**src/rtl/refdiv_pkg.sv**
```systemverilog
package refdiv_pkg;
    localparam int BIT_EN        = 0;
    localparam int BIT_RST       = 1;
    localparam int BIT_LOAD      = 2;
    localparam int FIELD_LSB     = 4;
    localparam int REQ_MSB       = 26;
    localparam int REQ_W         = REQ_MSB - FIELD_LSB + 1;
    localparam int BIT_LOCK_ALT  = 27;
    localparam int BIT_GATE      = 28;
    localparam int BIT_LOCK_MAIN = 31;

    typedef enum logic {
        LK_LOCKED = 1'b0,
        LK_SETTLE = 1'b1
    } lock_state_e;
endpackage

```
**src/rtl/refdiv_regs.sv**
```systemverilog
module refdiv_regs
    import refdiv_pkg::*;
#(
    parameter int DIV_W       = 8,
    parameter int SKIP_MODE   = 0,
    parameter bit GATE_TO_SET = 1'b0
) (
    input  logic             clk,
    input  logic             rst_n,
    input  logic             wr_en,
    input  logic [31:0]      wr_data,
    output logic             en_q,
    output logic             rst_q,
    output logic             load_q,
    output logic             gate_q,
    output logic [DIV_W-1:0] field_q,
    output logic [DIV_W-1:0] act_q
);
    localparam int DIV_MAX = (1 << DIV_W) - 1;

    logic [REQ_W-1:0] req;
    logic [DIV_W-1:0] clamped;
    logic [DIV_W-1:0] mapped;
    logic             load_req;
    logic             unused_wr_bits;

    assign req            = wr_data[REQ_MSB:FIELD_LSB];
    assign load_req       = wr_data[BIT_LOAD];
    assign unused_wr_bits = ^{wr_data[31:29], wr_data[27], wr_data[3]};
    assign clamped        = (req > REQ_W'(DIV_MAX)) ? DIV_W'(DIV_MAX) : req[DIV_W-1:0];

    generate
        if (SKIP_MODE == 1) begin : g_skip_one
            always_comb mapped = (clamped == DIV_W'(1)) ? '0 : clamped;
        end else if (SKIP_MODE == 2) begin : g_skip_three
            always_comb begin
                if (clamped == DIV_W'(1) || clamped == DIV_W'(2))
                    mapped = '0;
                else if (clamped == DIV_W'(3))
                    mapped = DIV_W'(4);
                else
                    mapped = clamped;
            end
        end else begin : g_plain
            always_comb mapped = clamped;
        end
    endgenerate

    always_ff @(posedge clk or negedge rst_n) begin
        if (!rst_n) begin
            en_q    <= 1'b0;
            rst_q   <= 1'b0;
            load_q  <= 1'b0;
            gate_q  <= 1'b0;
            field_q <= '0;
            act_q   <= '0;
        end else begin
            load_q <= 1'b0;
            if (wr_en) begin
                en_q    <= wr_data[BIT_EN] & ~(GATE_TO_SET & load_req);
                rst_q   <= wr_data[BIT_RST];
                load_q  <= load_req;
                gate_q  <= wr_data[BIT_GATE];
                field_q <= mapped;
                if (load_req)
                    act_q <= mapped;
            end
        end
    end
endmodule

```
**src/rtl/refdiv_count.sv**
```systemverilog
module refdiv_count #(
    parameter int DIV_W = 8
) (
    input  logic             clk,
    input  logic             rst_n,
    input  logic             run,
    input  logic             restart,
    input  logic [DIV_W-1:0] eff,
    output logic             tick_o
);
    logic [DIV_W-1:0] cnt_q;
    logic             wrap;

    assign wrap = (cnt_q == eff - DIV_W'(1));

    always_ff @(posedge clk or negedge rst_n) begin
        if (!rst_n) begin
            cnt_q  <= '0;
            tick_o <= 1'b0;
        end else if (!run || restart) begin
            cnt_q  <= '0;
            tick_o <= 1'b0;
        end else if (wrap) begin
            cnt_q  <= '0;
            tick_o <= 1'b1;
        end else begin
            cnt_q  <= cnt_q + DIV_W'(1);
            tick_o <= 1'b0;
        end
    end
endmodule

```
**src/rtl/refdiv_lock.sv**
```systemverilog
module refdiv_lock
    import refdiv_pkg::*;
#(
    parameter int DIV_W = 8
) (
    input  logic             clk,
    input  logic             rst_n,
    input  logic             load,
    input  logic [DIV_W-1:0] eff,
    output logic             locked_o
);
    localparam int LC_W = DIV_W + 1;

    lock_state_e state_q, state_d;
    logic [LC_W-1:0] lcnt_q;
    logic [LC_W-1:0] last;

    assign last = {eff, 1'b0} - LC_W'(1);

    always_ff @(posedge clk or negedge rst_n) begin
        if (!rst_n) state_q <= LK_LOCKED;
        else        state_q <= state_d;
    end

    always_comb begin
        state_d = state_q;
        unique case (state_q)
            LK_LOCKED: if (load) state_d = LK_SETTLE;
            LK_SETTLE: begin
                if (load)                 state_d = LK_SETTLE;
                else if (lcnt_q == last)  state_d = LK_LOCKED;
            end
            default:   state_d = LK_LOCKED;
        endcase
    end

    always_ff @(posedge clk or negedge rst_n) begin
        if (!rst_n)                    lcnt_q <= '0;
        else if (load)                 lcnt_q <= '0;
        else if (state_q == LK_SETTLE) lcnt_q <= lcnt_q + LC_W'(1);
    end

    always_comb locked_o = (state_q == LK_LOCKED);
endmodule

```
**src/rtl/refdiv_ctl.sv**
```systemverilog
module refdiv_ctl
    import refdiv_pkg::*;
#(
    parameter int DIV_W       = 8,
    parameter bit LOCK_ALT    = 1'b0,
    parameter int SKIP_MODE   = 0,
    parameter bit GATE_TO_SET = 1'b0
) (
    input  logic        clk,
    input  logic        rst_n,
    input  logic        wr_en,
    input  logic [31:0] wr_data,
    output logic [31:0] rd_data,
    output logic        tick_o,
    output logic        ref_buf_en_o,
    output logic        dom_rst_o
);
    localparam int LOCK_POS = LOCK_ALT ? BIT_LOCK_ALT : BIT_LOCK_MAIN;

    logic             en_q, rst_q, load_q, gate_q, locked;
    logic [DIV_W-1:0] field_q, act_q, eff;
    logic             load, run;

    assign load = wr_en & wr_data[BIT_LOAD];
    assign eff  = (act_q == '0) ? DIV_W'(1) : act_q;
    assign run  = en_q & ~rst_q;

    refdiv_regs #(.DIV_W(DIV_W), .SKIP_MODE(SKIP_MODE), .GATE_TO_SET(GATE_TO_SET)) regs_i (
        .clk(clk), .rst_n(rst_n), .wr_en(wr_en), .wr_data(wr_data),
        .en_q(en_q), .rst_q(rst_q), .load_q(load_q), .gate_q(gate_q),
        .field_q(field_q), .act_q(act_q)
    );

    refdiv_count #(.DIV_W(DIV_W)) count_i (
        .clk(clk), .rst_n(rst_n), .run(run), .restart(load), .eff(eff), .tick_o(tick_o)
    );

    refdiv_lock #(.DIV_W(DIV_W)) lock_i (
        .clk(clk), .rst_n(rst_n), .load(load), .eff(eff), .locked_o(locked)
    );

    always_comb begin
        rd_data                      = '0;
        rd_data[BIT_EN]              = en_q;
        rd_data[BIT_RST]             = rst_q;
        rd_data[BIT_LOAD]            = load_q;
        rd_data[FIELD_LSB +: DIV_W]  = field_q;
        rd_data[BIT_GATE]            = gate_q;
        rd_data[LOCK_POS]            = locked;
    end

    assign ref_buf_en_o = ~gate_q;
    assign dom_rst_o    = rst_q;
endmodule

```
**config.mk**
```make
export PLATFORM = sky130hd
export DESIGN_NAME = refdiv_ctl
export DESIGN_NICKNAME = d
export VERILOG_FILES = /design/src/rtl/refdiv_pkg.sv /design/src/rtl/refdiv_regs.sv /design/src/rtl/refdiv_count.sv /design/src/rtl/refdiv_lock.sv /design/src/rtl/refdiv_ctl.sv
export SDC_FILE = /design/constraint.sdc
export NUM_CORES = 1
export LEC_CHECK = 0
export BUFFER_PORTS_ARGS = -buffer_cell sky130_fd_sc_hd__clkbuf_2
export CAP_MARGIN = 20
export CELL_PAD_IN_SITES_DETAIL_PLACEMENT = 1
export CELL_PAD_IN_SITES_GLOBAL_PLACEMENT = 1
export CORE_UTILIZATION = 34
export CTS_BUF_LIST = sky130_fd_sc_hd__clkbuf_4 sky130_fd_sc_hd__clkbuf_8
export CTS_CLUSTER_DIAMETER = 80
export DETAILED_ROUTE_END_ITERATION = 16
export HOLD_SLACK_MARGIN = 0.15
export PLACE_DENSITY = 0.74
export SYNTH_ARGS = -nofsm -noshare
export SYNTH_HDL_FRONTEND = slang
export SYNTH_HIERARCHICAL = 1
export SYNTH_SLANG_ARGS = --single-unit
```
**constraint.sdc**
```tcl
create_clock -name clk -period 7.3 [get_ports clk]
set_input_delay 2.19 -clock clk [delete_from_list [all_inputs] [get_ports clk]]
set_output_delay 2.19 -clock clk [all_outputs]
set_load 0.01 [all_outputs]
```
**Word level (Yosys, flattened, before mapping)**

Index checks and enable logic that the tools add are counted.

- Bits in read-only memories: 0
- Output and inout port bits: 35
- Word-level logic and storage cells: 40
- Register bits: 39
- Memories kept: 0
- Bits of input ports: 35
- Memory bits (writable): 0
- Latch bits: 0

- Div/mod/pow operators: 0
- Multiplexer cells: 13
- Shifts and indexed selects: 0
- Multipliers: 0
- Reduce and logical (&&, ||, !) cells: 5
- Equality and inequality tests: 2
- $lt $le $gt $ge: 1
- Add/sub/neg operators: 4
- Bitwise operators: 5

Operators with widths:

| kind | count |
|---|---|
| 8-bit two-way mux | 4 |
| 23-bit by 8-bit greater-than comparator with 1-bit output, second input constant | 1 |
| 9-bit two-way mux | 2 |
| 9-bit by 1-bit adder with 9-bit output, second input constant | 1 |
| 9-bit == test | 1 |
| 9-bit by 1-bit subtractor with 9-bit output, second input constant | 1 |
| 8-bit by 1-bit adder with 8-bit output, second input constant | 1 |
| 8-bit == test | 1 |
| 8-bit zero test | 1 |
| 8-bit by 1-bit subtractor with 8-bit output, second input constant | 1 |
| 1-bit two-way mux | 6 |
| 1-bit inverter | 3 |
| 1-bit bitwise AND | 2 |
| 1-bit one-hot mux with 2 select lines | 1 |
| 2-bit AND reduction | 1 |
| 2-bit nonzero test | 1 |
| 1-bit zero test | 1 |
| 1-bit logical OR | 1 |

**Logic depth before layout (Yosys ltp)**

- Depth in word-level cells: 7
- Mapped depth: 10
- Gate-level depth less buffers: 9

**Hierarchy**

Netlist, hierarchy kept.

By module, submodules not included:

| module | cells an instance | seq. area each (µm²) | area each (µm²) | instances |
|---|---|---|---|---|
| refdiv_regs | 75 | 500.5 | 815.8 | 1 |
| refdiv_lock | 82 | 250.2 | 725.7 | 1 |
| refdiv_count | 77 | 225.2 | 714.4 | 1 |
| refdiv_ctl | 38 | 0.0 | 251.5 | 1 |

**Worst setup path after synthesis**

OpenSTA, ideal clock, no wires.

- Path kind: input to register
- From: input wr_en
- To: register lock_i.lcnt_q[7]
- Data required time: 7,168 ps
- Library setup time: 132 ps
- Arrival: 3,085 ps
- Path buffers: 0
- Setup slack: 4,084 ps
- Cell stages on the path: 6
- Cell sequence: and2_1 -> o211a_1 -> and3_2 -> nand4_1 -> xor2_1 -> nor2_1

- Cells in the longest elaborated chain, start to end: 2
- Elaborated cells on any way between the ends: 3
- Those cells by class: 1 x mux; 1 x bitwise; 1 x reduce/logical

RTL lines:

| item | RTL line | RTL |
|---|---|---|
| from (decl) | refdiv_ctl.sv:11 | `input logic wr_en,` |
| 1-bit bitwise AND (*) | refdiv_ctl.sv:24 | `assign load = wr_en & wr_data[BIT_LOAD];` |
| 9-bit two-way mux or 2-bit nonzero test (tied branches) | - |  |
| to (signal assigned) | refdiv_lock.sv:40 | `else if (state_q == LK_SETTLE) lcnt_q <= lcnt_q + LC_W'(1);` |
| to (decl) | refdiv_lock.sv:15 | `logic [LC_W-1:0] lcnt_q;` |

Mark *: on every way between the ends. The rest lies on a longest branch, timed or not.
A chain may end at the register's enable or synchronous reset.

**Worst setup path in the final report**

- From: input wr_en
- To: register lock_i.lcnt_q[7]

- Cells in the longest elaborated chain, start to end: 2
- Elaborated cells on any way between the ends: 3
- Those cells by class: 1 x mux; 1 x bitwise; 1 x reduce/logical

RTL lines:

| item | RTL line | RTL |
|---|---|---|
| 1-bit bitwise AND (*) | refdiv_ctl.sv:24 |  |
| named net load | refdiv_ctl.sv:22 | `logic load, run;` |
| 9-bit two-way mux or 2-bit nonzero test (tied branches) | - |  |

Mark *: on every way through the listed nets, which the timed path passes. The rest lies on a longest branch.

==> results.sh <==
export IMPL_status="complete, no violations"
export IMPL_grt_overflow_total=0
export IMPL_grt_use_total=0.153
export IMPL_reg2reg_depth=9
export IMPL_first_global_vias=1940
export IMPL_sequentialPowerShare=0.497
export IMPL_critPathBufInv=1
export IMPL_finalSetupViolCount=0
export IMPL_hold_path_class="register to register"
export IMPL_drt_iter0_markers=75
export IMPL_worstSetupStartpointType="input port"
export IMPL_layout_nets=340
export IMPL_cts_tree="built"
export IMPL_post_cts_resized=0
export IMPL_async_flop_share=1.00
export IMPL_synth_top_family_by_area="simple AND/OR/NAND/NOR gates"
export IMPL_htree_levels=2
export IMPL_drtPass1Iterations=4
export IMPL_ant_nets=0
export IMPL_critical_path_required_ps=7470
export IMPL_clock_power_share=0.379
export IMPL_critPathTopFamily="simple AND/OR/NAND/NOR gates"
export IMPL_num_rows=30
export IMPL_critPathMaxStageDelay_ps=510
export IMPL_vias=1932
export IMPL_antenna_found_initial=0
export IMPL_regToRegStartpoint="regs_i/act_q[3]$_DFFE_PN0P_"
export IMPL_syn_area_sq_mm=0.00251
export IMPL_finalHoldViolCount=0
export IMPL_cp_max_fo=21
export IMPL_numCtsBuffers=5
export IMPL_finalCritPeriodShare=0.507
export IMPL_grt_pass1_wl_um=9220
export IMPL_syn2layout_area_growth_pct=10.8
export IMPL_endpoint_kind="register"
export IMPL_reg2reg_setup_slack_ps=4020
export IMPL_switching_share=0.271
export IMPL_synth_avg_cell_area_sq_um=9.22
export IMPL_cellInternalPower_uw=354
export IMPL_finalClockSkew_ps=4.70
export IMPL_grt_max_degree=40
export IMPL_relSlewSlack=0.622
export IMPL_gp_congestion=0.776
export IMPL_drc_errors=0
export IMPL_cpMaxStageDelayCell="and2_1"
export IMPL_synth_edff_count=0
export IMPL_cts_hold_buffers=0
export IMPL_min_to="count_i/cnt_q[0]$_DFF_PN0_"
export IMPL_synth_warnings=6
export IMPL_post_route_util=0.400
export IMPL_p_leak_uw=0.00121
export IMPL_numPortBuffers=45
export IMPL_synth_cell_type_count=52
export IMPL_drive_gt1_frac=0.212
export IMPL_die_area_sq_mm=0.00772
export IMPL_worstSetupPathType="input port to register"
export IMPL_vias_per_cell=4.85
export IMPL_r2r_end="count_i/cnt_q[1]$_DFF_PN0_"
export IMPL_max_cap_violations=0
export IMPL_synthSimpleGateAreaFrac=0.205
export IMPL_most_common_layout_cells="clkbuf_2, dfrtp_1, nor2_1"
export IMPL_synth_seq_cells=39
export IMPL_layout_commonest_cell="clkbuf_2"
export IMPL_ios=70
export IMPL_synth_compound_area_frac=0.113
export IMPL_rsz0062_at_grt="false"
export IMPL_synthFlopType="dfrtp_1"
export IMPL_p_comb_frac=0.124
export IMPL_p_per_area_mw_per_mm2=175
export IMPL_cts_reportedPaths_clkPinSlew_ps=80
export IMPL_wire_per_inst_um=13.6
export IMPL_tightestPinTransition_ps=567
export IMPL_period_needed_ps=3700
export IMPL_core_area_sq_mm=0.00694
export IMPL_path_cells="clkbuf_2 > and2_1 > o211a_1 > and3_2 > nand4_1 > xor2_1 > nor2_1"
export IMPL_ys_seq_area_frac=0.389
export IMPL_holdPathStages=1
export IMPL_cts_buffer_depth=2
export IMPL_hpwl_um=4000
export IMPL_die_height_um=87.9
export IMPL_n_antenna_cell=0
export IMPL_synth_fa_ha_area_frac=0.0200
export IMPL_cts_setup_buffers=0
export IMPL_cts_num_sinks=39
export IMPL_start_util=0.361
export IMPL_final_setup_tns_ps=0
export IMPL_arrival_ps=3870
export IMPL_fmax_mhz=270
export IMPL_drt_wl_total_um=5420
export IMPL_synthMuxAreaShare=0.0254
export IMPL_synth_cells=272
export IMPL_die_x_um=87.9
export IMPL_cts_root_buf="clkbuf_8"
export IMPL_insertion_delay_ps=290
export IMPL_synth_xor_area_frac=0.108
export IMPL_switching_power_uw=132
export IMPL_ir_drop_mv=0.0687
export IMPL_min_delay_start="count_i/cnt_q[0]$_DFF_PN0_"
export IMPL_slew_viol_final=0
[registers in the layout (all words and copies together), names as in the netlist]
name and count:
count_i/cnt_q 8, count_i/tick_o 1, lock_i/lcnt_q 9, lock_i/state_q 1
regs_i/act_q 8, regs_i/en_q 1, regs_i/field_q 8, regs_i/gate_q 1
regs_i/load_q 1, regs_i/rst_q 1
[metrics by stage]
step	cell area, sq um	cells	power, uW	setup slack (ps)	hold WS (ps)
final	2780	398	486	3600	516
after global routing	2780	398	514	3480	547
after CTS	2750	397	494	3570	523
after detailed placement	2640	389	306	3250	511
after global placement	2640	389	302	3280	515
after floorplan	2570	290	290	4080	478
[final cells by class]
cell class                 instances  area (sq um)
multi-input combinational        192          1250
clock inverter                     3          43.8
fill                             834          4170
timing repair buffer              46           253
clock buffer                       5          68.8
inverter                          17          63.8
sequential                        39           976
tap                               96           120
[power by group through the flow]
stage	sequential, uW	clock (uW)	combinational (uW)
after floorplan	242	0	48.6
after global placement	246	0	55.7
after detailed placement	247	0	59.7
after CTS	242	192	59.9
after global routing	244	202	68.6
final	242	184	60.3
[worst max-delay path by stage]
stage / depth (start not counted) / startpoint / end
6_report: 7 / wr_en / lock_i/lcnt_q[7]$_DFFE_PN0P_
5_1_grt: 7 / wr_en / lock_i/lcnt_q[7]$_DFFE_PN0P_
4_1_cts: 7 / wr_en / lock_i/lcnt_q[7]$_DFFE_PN0P_
3_5_place_dp: 7 / wr_en / lock_i/lcnt_q[7]$_DFFE_PN0P_
3_3_place_gp: 7 / wr_en / lock_i/lcnt_q[7]$_DFFE_PN0P_
2_1_floorplan: 6 / wr_en / lock_i/lcnt_q[7]$_DFFE_PN0P_
[worst register-to-register path, cell delays in order, from the launching register on]
cell	delay [ps]
dfrtp_1	560
nor4_2	280
a21o_1	430
inv_1	90
ha_1	300
xor2_1	200
or2_2	300
a221o_1	330
a2111oi_4	540
nor3b_1	110
[per-layer routing]
metal	up-vias	GRT usage	wire length [um]
met5	-	0	0
met4	0	0.0447	63
met3	5	0.0264	196
met2	53	0.248	2620
met1	927	0.210	2540
li1	947	-	-
[cells by family (layout without fill, tap and decap cells)]
| group | after synthesis | in the layout |
|---|---|---|
| muxes | 6 | 6 |
| and+or+nand+nor | 93 | 93 |
| xor gates and xnor gates | 31 | 31 |
| buffers and inverters | 59 | 71 |
| AOI/OAI and AO/OA | 39 | 39 |
| DFF | 39 | 39 |
| adders and majority gates | 4 | 4 |
| other | 1 | 19 |
[Yosys cell counts (3+ instances only)]
cell type / count / area share
nand2b_1: 4 / 0.010
nor2b_1: 4 / 0.010
mux2_2: 3 / 0.013
and2_1: 3 / 0.0075
nor3_1: 16 / 0.032
a211o_1: 3 / 0.010
mux2i_1: 3 / 0.012
nand3_1: 5 / 0.010
nand4_1: 6 / 0.015
buf_2: 5 / 0.010
clkbuf_1: 8 / 0.012
xor2_1: 14 / 0.049
o21ai_0: 6 / 0.012
nor4_2: 3 / 0.015
nor4_1: 3 / 0.0075
buf_4: 24 / 0.072
nand2_1: 4 / 0.0060
dfrtp_1: 39 / 0.39
nor2_1: 29 / 0.043
a31oi_1: 18 / 0.045
xnor2_1: 17 / 0.059
nand3b_1: 3 / 0.0090
inv_1: 17 / 0.025
ha_1: 4 / 0.020
Note: power is estimated with default switching activity, not from simulation.
